[config.mk]
export PLATFORM = sky130hd
export DESIGN_NAME = cr_timer
export DESIGN_NICKNAME = d
export VERILOG_FILES = /design/src/rtl/cr_timer_pkg.sv /design/src/rtl/cr_timer_sync.sv /design/src/rtl/cr_timer_ctrl.sv /design/src/rtl/cr_timer_core.sv /design/src/rtl/cr_timer.sv
export SDC_FILE = /design/constraint.sdc
export NUM_CORES = 1
export LEC_CHECK = 0
export BUFFER_PORTS_ARGS = -buffer_cell sky130_fd_sc_hd__buf_4
export CORE_MARGIN = 4
export CORE_UTILIZATION = 59
export DETAILED_ROUTE_END_ITERATION = 6
export PLACE_DENSITY = 0.8
export RECOVER_POWER = 100
export SYNTH_ARGS = -nofsm -noshare
export SYNTH_HDL_FRONTEND = slang
export SYNTH_SLANG_ARGS = --single-unit
[constraint.sdc]
create_clock -name clk_i -period 2.89 [get_ports clk_i]
set_input_delay 0.7225 -clock clk_i [delete_from_list [all_inputs] [get_ports clk_i]]
set_output_delay 0.7225 -clock clk_i [all_outputs]
set_load 0.005 [all_outputs]
[src/rtl/cr_timer_pkg.sv]
package cr_timer_pkg;
  localparam int BYTE_W = 8;

  typedef struct packed {
    logic ovf_flag;
    logic ext_flag;
    logic rx_sel;
    logic tx_sel;
    logic ext_en;
    logic run;
    logic cnt_mode;
    logic cap_mode;
  } ctrl_t;
endpackage

[src/rtl/cr_timer_sync.sv]
module cr_timer_sync #(
  parameter int STAGES = 2
) (
  input  logic clk_i,
  input  logic rst_ni,
  input  logic din_i,
  output logic fall_o
);
  logic [STAGES:0] sh_q;

  always_ff @(posedge clk_i or negedge rst_ni) begin
    if (!rst_ni) sh_q <= '0;
    else         sh_q <= {sh_q[STAGES-1:0], din_i};
  end

  assign fall_o = sh_q[STAGES] & ~sh_q[STAGES-1];


  one_fall_chk: assert property (@(posedge clk_i) disable iff (!rst_ni)
    fall_o |=> !fall_o);
endmodule

[src/rtl/cr_timer_ctrl.sv]
module cr_timer_ctrl
  import cr_timer_pkg::*;
(
  input  logic              clk_i,
  input  logic              rst_ni,
  input  logic              we_i,
  input  logic [BYTE_W-1:0] wdata_i,
  input  logic              ovf_set_i,
  input  logic              ext_set_i,
  output ctrl_t             ctrl_o
);
  ctrl_t ctrl_q, ctrl_d;

  // hardware flag set wins over a same-cycle software write
  always_comb begin
    ctrl_d = we_i ? ctrl_t'(wdata_i) : ctrl_q;
    if (ovf_set_i) ctrl_d.ovf_flag = 1'b1;
    if (ext_set_i) ctrl_d.ext_flag = 1'b1;
  end

  always_ff @(posedge clk_i or negedge rst_ni) begin
    if (!rst_ni) ctrl_q <= '0;
    else         ctrl_q <= ctrl_d;
  end

  assign ctrl_o = ctrl_q;


  ovf_hold_chk: assert property (@(posedge clk_i) disable iff (!rst_ni)
    !we_i |=> !$fell(ctrl_q.ovf_flag));

  ext_hold_chk: assert property (@(posedge clk_i) disable iff (!rst_ni)
    !we_i |=> !$fell(ctrl_q.ext_flag));

  baud_no_flag_chk: assert property (@(posedge clk_i) disable iff (!rst_ni)
    (ctrl_q.rx_sel || ctrl_q.tx_sel) && !we_i |=> !$rose(ctrl_q.ovf_flag));
endmodule

[src/rtl/cr_timer_core.sv]
module cr_timer_core
  import cr_timer_pkg::*;
#(
  parameter int CNT_W = 16,
  localparam int NB   = CNT_W / BYTE_W
) (
  input  logic              clk_i,
  input  logic              rst_ni,
  input  logic              tick_i,
  input  logic              cnt_fall_i,
  input  logic              trig_fall_i,
  input  logic              run_i,
  input  logic              cnt_mode_i,
  input  logic              ext_en_i,
  input  logic              cap_mode_i,
  input  logic              baud_i,
  input  logic [NB-1:0]     cnt_we_i,
  input  logic [NB-1:0]     cap_we_i,
  input  logic [BYTE_W-1:0] wdata_i,
  output logic [CNT_W-1:0]  cnt_o,
  output logic [CNT_W-1:0]  cap_o,
  output logic              ovf_set_o,
  output logic              ext_set_o,
  output logic              ovf_pulse_o
);
  logic [CNT_W-1:0] cnt_q, cnt_d, cap_q, cap_d;
  logic inc, ovf_evt, trig_act, do_cap, do_ld, pulse_q;

  assign inc      = run_i & (cnt_mode_i ? cnt_fall_i : tick_i);
  assign ovf_evt  = inc & (cnt_q == '1);
  assign trig_act = trig_fall_i & ext_en_i & ~baud_i;
  assign do_cap   = trig_act & cap_mode_i;
  assign do_ld    = (ovf_evt & (baud_i | ~cap_mode_i)) | (trig_act & ~cap_mode_i);

  always_comb begin
    cnt_d = cnt_q;
    if (do_ld)    cnt_d = cap_q;
    else if (inc) cnt_d = cnt_q + 1'b1;
    cap_d = cap_q;
    if (do_cap)   cap_d = cnt_q;
    for (int b = 0; b < NB; b++) begin
      if (cnt_we_i[b]) cnt_d[b*BYTE_W +: BYTE_W] = wdata_i;
      if (cap_we_i[b]) cap_d[b*BYTE_W +: BYTE_W] = wdata_i;
    end
  end

  always_ff @(posedge clk_i or negedge rst_ni) begin
    if (!rst_ni) begin
      cnt_q   <= '0;
      cap_q   <= '0;
      pulse_q <= 1'b0;
    end else begin
      cnt_q   <= cnt_d;
      cap_q   <= cap_d;
      pulse_q <= ovf_evt;
    end
  end

  assign cnt_o       = cnt_q;
  assign cap_o       = cap_q;
  assign ovf_set_o   = ovf_evt & ~baud_i;
  assign ext_set_o   = trig_act;
  assign ovf_pulse_o = pulse_q;


  cnt_hold_chk: assert property (@(posedge clk_i) disable iff (!rst_ni)
    !run_i && cnt_we_i == '0 && !(trig_fall_i && ext_en_i) |=> $stable(cnt_q));

  cap_hold_chk: assert property (@(posedge clk_i) disable iff (!rst_ni)
    cap_we_i == '0 && !(trig_fall_i && ext_en_i && cap_mode_i) |=> $stable(cap_q));

  baud_no_cap_chk: assert property (@(posedge clk_i) disable iff (!rst_ni)
    baud_i && cap_we_i == '0 |=> $stable(cap_q));
endmodule

[src/rtl/cr_timer.sv]
module cr_timer
  import cr_timer_pkg::*;
#(
  parameter int CNT_W       = 16,
  parameter int ADDR_W      = 3,
  parameter int SYNC_STAGES = 2
) (
  input  logic              clk_i,
  input  logic              rst_ni,
  input  logic              tick_i,
  input  logic              cnt_pin_i,
  input  logic              trig_pin_i,
  input  logic              updown_i,
  input  logic              wr_en_i,
  input  logic [ADDR_W-1:0] addr_i,
  input  logic [BYTE_W-1:0] wdata_i,
  output logic [BYTE_W-1:0] rdata_o,
  output logic              ovf_pulse_o,
  output logic              rx_clk_sel_o,
  output logic              tx_clk_sel_o,
  output logic              irq_o
);
  localparam int NB = CNT_W / BYTE_W;

  ctrl_t            ctrl;
  logic             cnt_fall, trig_fall, ovf_set, ext_set, ctrl_we;
  logic [NB-1:0]    cnt_we, cap_we;
  logic [CNT_W-1:0] cnt, cap;

  assign ctrl_we = wr_en_i && (addr_i == '0);

  for (genvar b = 0; b < NB; b++) begin : g_we
    assign cnt_we[b] = wr_en_i && (addr_i == ADDR_W'(1 + b));
    assign cap_we[b] = wr_en_i && (addr_i == ADDR_W'(1 + NB + b));
  end

  cr_timer_sync #(.STAGES(SYNC_STAGES)) u_cnt_sync (
    .clk_i, .rst_ni, .din_i(cnt_pin_i), .fall_o(cnt_fall));

  cr_timer_sync #(.STAGES(SYNC_STAGES)) u_trig_sync (
    .clk_i, .rst_ni, .din_i(trig_pin_i), .fall_o(trig_fall));

  cr_timer_ctrl u_ctrl (
    .clk_i, .rst_ni, .we_i(ctrl_we), .wdata_i,
    .ovf_set_i(ovf_set), .ext_set_i(ext_set), .ctrl_o(ctrl));

  cr_timer_core #(.CNT_W(CNT_W)) u_core (
    .clk_i, .rst_ni, .tick_i,
    .cnt_fall_i(cnt_fall), .trig_fall_i(trig_fall),
    .run_i(ctrl.run), .cnt_mode_i(ctrl.cnt_mode), .ext_en_i(ctrl.ext_en),
    .cap_mode_i(ctrl.cap_mode), .baud_i(ctrl.rx_sel | ctrl.tx_sel),
    .cnt_we_i(cnt_we), .cap_we_i(cap_we), .wdata_i,
    .cnt_o(cnt), .cap_o(cap), .ovf_set_o(ovf_set), .ext_set_o(ext_set),
    .ovf_pulse_o);

  always_comb begin
    rdata_o = '0;
    if (addr_i == '0) rdata_o = ctrl;
    for (int b = 0; b < NB; b++) begin
      if (addr_i == ADDR_W'(1 + b))      rdata_o = cnt[b*BYTE_W +: BYTE_W];
      if (addr_i == ADDR_W'(1 + NB + b)) rdata_o = cap[b*BYTE_W +: BYTE_W];
    end
  end

  assign rx_clk_sel_o = ctrl.rx_sel;
  assign tx_clk_sel_o = ctrl.tx_sel;
  assign irq_o        = ctrl.ovf_flag | (ctrl.ext_flag & ~updown_i);


  updown_mask_chk: assert property (@(posedge clk_i) disable iff (!rst_ni)
    updown_i && !ctrl.ovf_flag |-> !irq_o);
endmodule

==> impl_metrics.toml, run 1 <==
[clocking]
path_clk_slew_ns = 0.08
numCtsBuffers = 5
cts.repair.resized = 0
clockBufferDepth = 2
cts_sinks = 47
post_cts_buffers = 0
cts_hold_buf = 0
cts-root-buf = "clkbuf_8"
cts_max_level = 2
cts_tree = "done"
clock_latency_ns = 0.30

[layout]
antenna_cells = 0
area_growth_pct = 12.7
stdcell_count = 403
finalCoreUtilization_pct = 68.7
num-nets-final = 354
fill_cells = 385
drive_gt1_share_pct = 19.9

[route]
dr.first_iter.drc_count = 251
vias = 2624
drc = 0
routedWlPerCell_um = 19.3
ant_nets = 0
via_per_inst = 6.51
drt_pass1_iterations = 5
drt-total-wl_mm = 7.77

[floorplan]
ios = 30
dieArea_sq_um = 6060
core_sq_um = 4720
fp.dieH_um = 77.8
die_w_um = 77.8
start_util_pct = 60.9
rows = 25

[timing]
max_freq_mhz = 380
worst_clock_skew_ns = 0.00811
period_needed_ns = 2.63
final.setup.worst_slack_ns = 0.257
finalSetupTns_ns = 0
tightest_slew_ns = 1.18
finalCritPeriodShare_pct = 91.1
final-setup-viol-count = 0
slew_headroom_pct = 21.1
hold_viol_final = 0
rsz0062_at_grt = "no"
slew_violations = 0

[power]
p_leak_nw = 1.40
swShare_pct = 38.1
pwr-share-clk_pct = 17.2
seqPwrFrac_pct = 47.5
p_sw_mw = 0.957
comb_power_share_pct = 35.3
p_int_mw = 1.55
ir_drop_mv = 0.474
finalPower_mw = 2.51
power_density_nw_per_um2 = 774

[yosys]
ys_ff_latch = 47
syn_area_sq_um = 2880
seq_area_frac_synth_pct = 40.9
synthCells = 309
async_flop_share_pct = 100
synth_edf_count = 0
syn-mean-instance-area_sq_um = 9.31
synthFlopType = "dfrtp_1"
synthesis.nets = 328
ys.warnings.count = 0
netlist-cell-type-count = 43

[global_routing]
grt_max_degree = 48
grt_overflow_total = 0
grt.total_usage_pct = 27.1
grt_pass1_wl_mm = 12.7
antenna_found_initial = 0
grt_pass1_vias = 2524

[critical_path]
worstPathArrival_ns = 1.91
slowest_stage = "nor2_1"
critPathLaunchType = "primary input"
end_kind = "primary output"
cp_cell_sequence = "buf_4 -> nor2_1 -> clkbuf_1 -> a22oi_1 -> o22ai_1 -> clkbuf_4"
crit_fanout = 15
required_ns = 2.17
critPathMaxStageDelay_ns = 0.31
critPathKind = "primary input to primary output"

[placement]
portBuffers = 29
place_congestion = 0.876
place_ws_ns = 0.376
place_inst = 395
hpwl_mm = 5.65

[worst_hold_path]
hold_path_class = "register to register"

[run_status]
status = "finished, final reports clean"

[flow_run]
cap_violations = 0
[critical path: cells and delay by family]
family / cells / cell delay (ns)
AO/OA/AOI/OAI: 2 / 0.28
AND/OR/NAND/NOR: 1 / 0.31
buffers and inverters: 3 / 0.58
[registers in the layout, summed over array words and instances, names as in the netlist]
name,count
u_core.cnt_o,16
u_trig_sync.sh_q,3
u_ctrl.ctrl_o,8
u_cnt_sync.sh_q,3
u_core.ovf_pulse_o,1
u_core.cap_o,16
[cells in the final DEF (no fill, tap or decap), drive strengths merged, types with 2 or more instances in the layout]
cell type,n
dfrtp,47
nand2,34
nor2,28
buf,25
clkbuf,25
nand3,20
a21oi,18
a22oi,16
mux2i,16
mux2,16
o22ai,9
o21ai,9
xnor2,8
a41oi,7
nand4,6
xor2,5
a21o,4
nor2b,4
nor3,4
a31oi,4
a221oi,4
nand3b,3
inv,3
nor4,3
and3,2
a2111oi,2
and4,2
o211ai,2
and2,2
[area by class of cell]
| type | instances | area [sq um] | share of cell area [%] |
|---|---|---|---|
| well taps | 67 | 83.8 | 2.58 |
| flip-flops and latches | 47 | 1180 | 36.3 |
| repair buffers | 42 | 302 | 9.30 |
| clock buffers | 8 | 100 | 3.09 |
| multi-input cells | 236 | 1570 | 48.4 |
| inverters | 3 | 11.3 | 0.347 |
[metal layers]
metal	GRT usage [%]	vias to the layer above	part of all wire [%]
met5	0	-	0
met4	13.7	0	4.0
met3	4.64	28	9.5
met2	43.1	158	46
met1	35.5	1250	41
li1	-	1188	-
[power by group through the flow]
| stage | clock network, mW | logic (mW) | registers [mW] |
|---|---|---|---|
| final | 0.432 | 0.888 | 1.19 |
| after global routing | 0.469 | 0.968 | 1.23 |
| after CTS | 0.440 | 0.902 | 1.20 |
| after detailed placement | 0 | 0.894 | 1.21 |
| after global placement | 0 | 0.859 | 1.19 |
| after floorplan | 0 | 0.703 | 1.07 |
[Yosys cell counts, types with 5 or more instances]
| library cell | instances | area [sq um] |
|---|---|---|
| o22ai_1 | 9 | 56.3 |
| o21ai_0 | 9 | 45.0 |
| nand2_1 | 34 | 128 |
| dfrtp_1 | 47 | 1180 |
| a21oi_1 | 17 | 85.1 |
| buf_2 | 5 | 25.0 |
| a22oi_1 | 16 | 120 |
| mux2_2 | 15 | 169 |
| nand3_1 | 20 | 100 |
| clkbuf_1 | 14 | 52.6 |
| xor2_1 | 5 | 43.8 |
| a41oi_1 | 7 | 61.3 |
| nor2_1 | 28 | 105 |
| xnor2_1 | 8 | 70.1 |
| mux2i_1 | 16 | 160 |
[path summary, 6_finish.rpt]
kind / start / endpoint / slack, ns / cells after the start
max: addr_i[1] / rdata_o[4] / 0.26 / 6
max reg2reg: u_core.cnt_o[0] / u_core.cnt_o[0] / 0.47 / 6
min: u_trig_sync.sh_q[0] / u_trig_sync.sh_q[1] / 0.36 / 0
min in group asynchronous: rst_ni / u_core.cnt_o[2] / 0.65 / 1
min reg2reg: u_trig_sync.sh_q[0] / u_trig_sync.sh_q[1] / 0.36 / 0
max in group asynchronous: rst_ni / u_core.cap_o[9] / 1.53 / 1
[logic make-up (layout without fill, tap and decap cells)]
kind of cell | after synthesis | after routing | synth area share [%]
mux | 32 | 32 | 12.0
fa+ha+maj | 1 | 1 | 0.435
simple gates | 112 | 112 | 19.4
buf+inv | 26 | 53 | 3.87
compound gates | 78 | 78 | 19.5
xor+xnor | 13 | 13 | 3.96
flops | 47 | 47 | 40.9
[metrics by stage]
stage / area, sq um / hold WS [ns]
2_1_floorplan: 2880 / 0.331
3_3_place_gp: 3180 / 0.337
3_5_place_dp: 3180 / 0.340
4_1_cts: 3280 / 0.358
5_1_grt: 3240 / 0.365
6_report: 3240 / 0.356
Power figures use the tool's default switching activity.
==> run 2: changes to the inputs <==
RECOVER_POWER = 25   (was 100)
==> impl_metrics.toml, run 2 (same netlist as run 1, synthesis figures left out) <==
[global_routing]
grt_max_degree = 48
grt.total_usage_pct = 27.1
grt_overflow_total = 0
grt_pass1_vias = 2524
grt_pass1_wl_mm = 12.7
antenna_found_initial = 0

[clocking]
cts_hold_buf = 0
post_cts_buffers = 0
numCtsBuffers = 5
path_clk_slew_ns = 0.08
clockBufferDepth = 2
cts-root-buf = "clkbuf_8"
cts_max_level = 2
clock_latency_ns = 0.30
cts.repair.resized = 0
cts_sinks = 47
cts_tree = "done"

[floorplan]
rows = 25
core_sq_um = 4720
fp.dieH_um = 77.8
start_util_pct = 60.9
die_w_um = 77.8
dieArea_sq_um = 6060
ios = 30

[timing]
tightest_slew_ns = 1.18
whs_ns = 0.356
slew_headroom_pct = 21.2
worst_clock_skew_ns = 0.00828
final.setup.worst_slack_ns = 0.314
finalSetupTns_ns = 0
slew_violations = 0
final-setup-viol-count = 0
max_freq_mhz = 388
period_needed_ns = 2.58
hold_viol_final = 0
finalCritPeriodShare_pct = 89.1
rsz0062_at_grt = "no"

[placement]
hpwl_mm = 5.65
place_congestion = 0.876
place_ws_ns = 0.376
placed_cell_area_sq_um = 3180
portBuffers = 29

[layout]
area_growth_pct = 13.8
antenna_cells = 0
drive_gt1_share_pct = 21.4
fill_cells = 377
num-nets-final = 354
multi_input_area_sq_um = 1590
final_area_sq_um = 3270
mostFrequentLayoutCell = "dfrtp_1"
layout_common_cells = "dfrtp_1, buf_4, nand2_1"
regArea_sq_um = 1180

[power]
ir_drop_mv = 0.475
p_leak_nw = 1.43
power_density_nw_per_um2 = 780
finalPower_mw = 2.55

[critical_path]
cp_cell_sequence = "buf_4 -> nor2_1 -> buf_4 -> a22oi_1 -> o22ai_1 -> buf_4"
crit_fanout = 15
cp.buffers_inverters = 3
r2r_slack_ns = 0.48
critPathMaxStageDelay_ns = 0.35
slowest_stage = "nor2_1"
required_ns = 2.17
critPathKind = "primary input to primary output"
critPathTopFamily = "buffers and inverters"
end_kind = "primary output"
critPathLaunchType = "primary input"
worstPathArrival_ns = 1.85
crit_top_cell = "buf_4"

[route]
met1_length_mm = 3.23
drt_pass1_iterations = 6
drt-total-wl_mm = 7.86
wl_met2_mm = 3.60
routedWlPerCell_um = 19.5
dr.max_layer_used = "met4"
ant_nets = 0
vias = 2629
via_per_inst = 6.52
drc = 0
dr.first_iter.drc_count = 230
dr_wl_met3_um = 697

[flow_run]
cap_violations = 0

[run_status]
status = "finished, final reports clean"

[worst_hold_path]
hold_path_class = "register to register"
run 2: changes by cell type in the layout (fill, tap and decap cells not counted), sizes merged:
cell / before / now
buf: 25 / 39
clkbuf: 25 / 11
run 2: final cells by class:
cell class                      count  share of cell area, %
Tap cell                           67                   2.56
Clock buffer                        8                   3.06
Timing Repair Buffer               42                   9.56
Multi-Input combinational cell    236                   48.5
Sequential cell                    47                   35.9
Inverter                            3                  0.344
run 2: path summary, 6_finish.rpt:
| path | end | cells past startpoint | start |
|---|---|---|---|
| worst max-delay path | rdata_o[4] | 6 | addr_i[1] |
| worst min-delay path | u_trig_sync.sh_q[1] | 0 | u_trig_sync.sh_q[0] |
| worst max register to register | u_core.cnt_o[0] | 6 | u_core.cnt_o[0] |
| worst min register to register | u_trig_sync.sh_q[1] | 0 | u_trig_sync.sh_q[0] |
| max in group asynchronous | u_ctrl.ctrl_o[7] | 1 | rst_ni |
| min in group asynchronous | u_core.cnt_o[2] | 1 | rst_ni |
run 2: worst register-to-register path: cells and delay by family (launching register included):
| family | cells | cell delay, ns |
|---|---|---|
| AND/OR/NAND/NOR | 1 | 0.25 |
| multiplexers | 2 | 0.62 |
| adder cells (fa/ha/maj) | 1 | 0.28 |
| flip-flops | 1 | 0.41 |
| AO/OA/AOI/OAI | 2 | 0.74 |
run 2: stage by stage:
| stage | util (%) | instances |
|---|---|---|
| after CTS | 69.4 | 403 |
| after detailed placement | 67.2 | 395 |
| after global routing | 69.3 | 403 |
| after floorplan | - | 309 |
| final | 69.3 | 403 |
| after global placement | 67.2 | 395 |
run 2: layer usage:
metal  global-route usage, %  vias to the layer above
met4                    13.7                        0
met5                       0                        -
met1                    35.5                     1251
met2                    43.1                      153
met3                    4.64                       35
li1                        -                     1190
run 2: power by group:
part	internal, mW	leakage [nW]	total (mW)	switching [mW]
clock network	0.219	0.0515	0.438	0.219
logic	0.475	0.819	0.907	0.432
registers	0.876	0.558	1.21	0.332
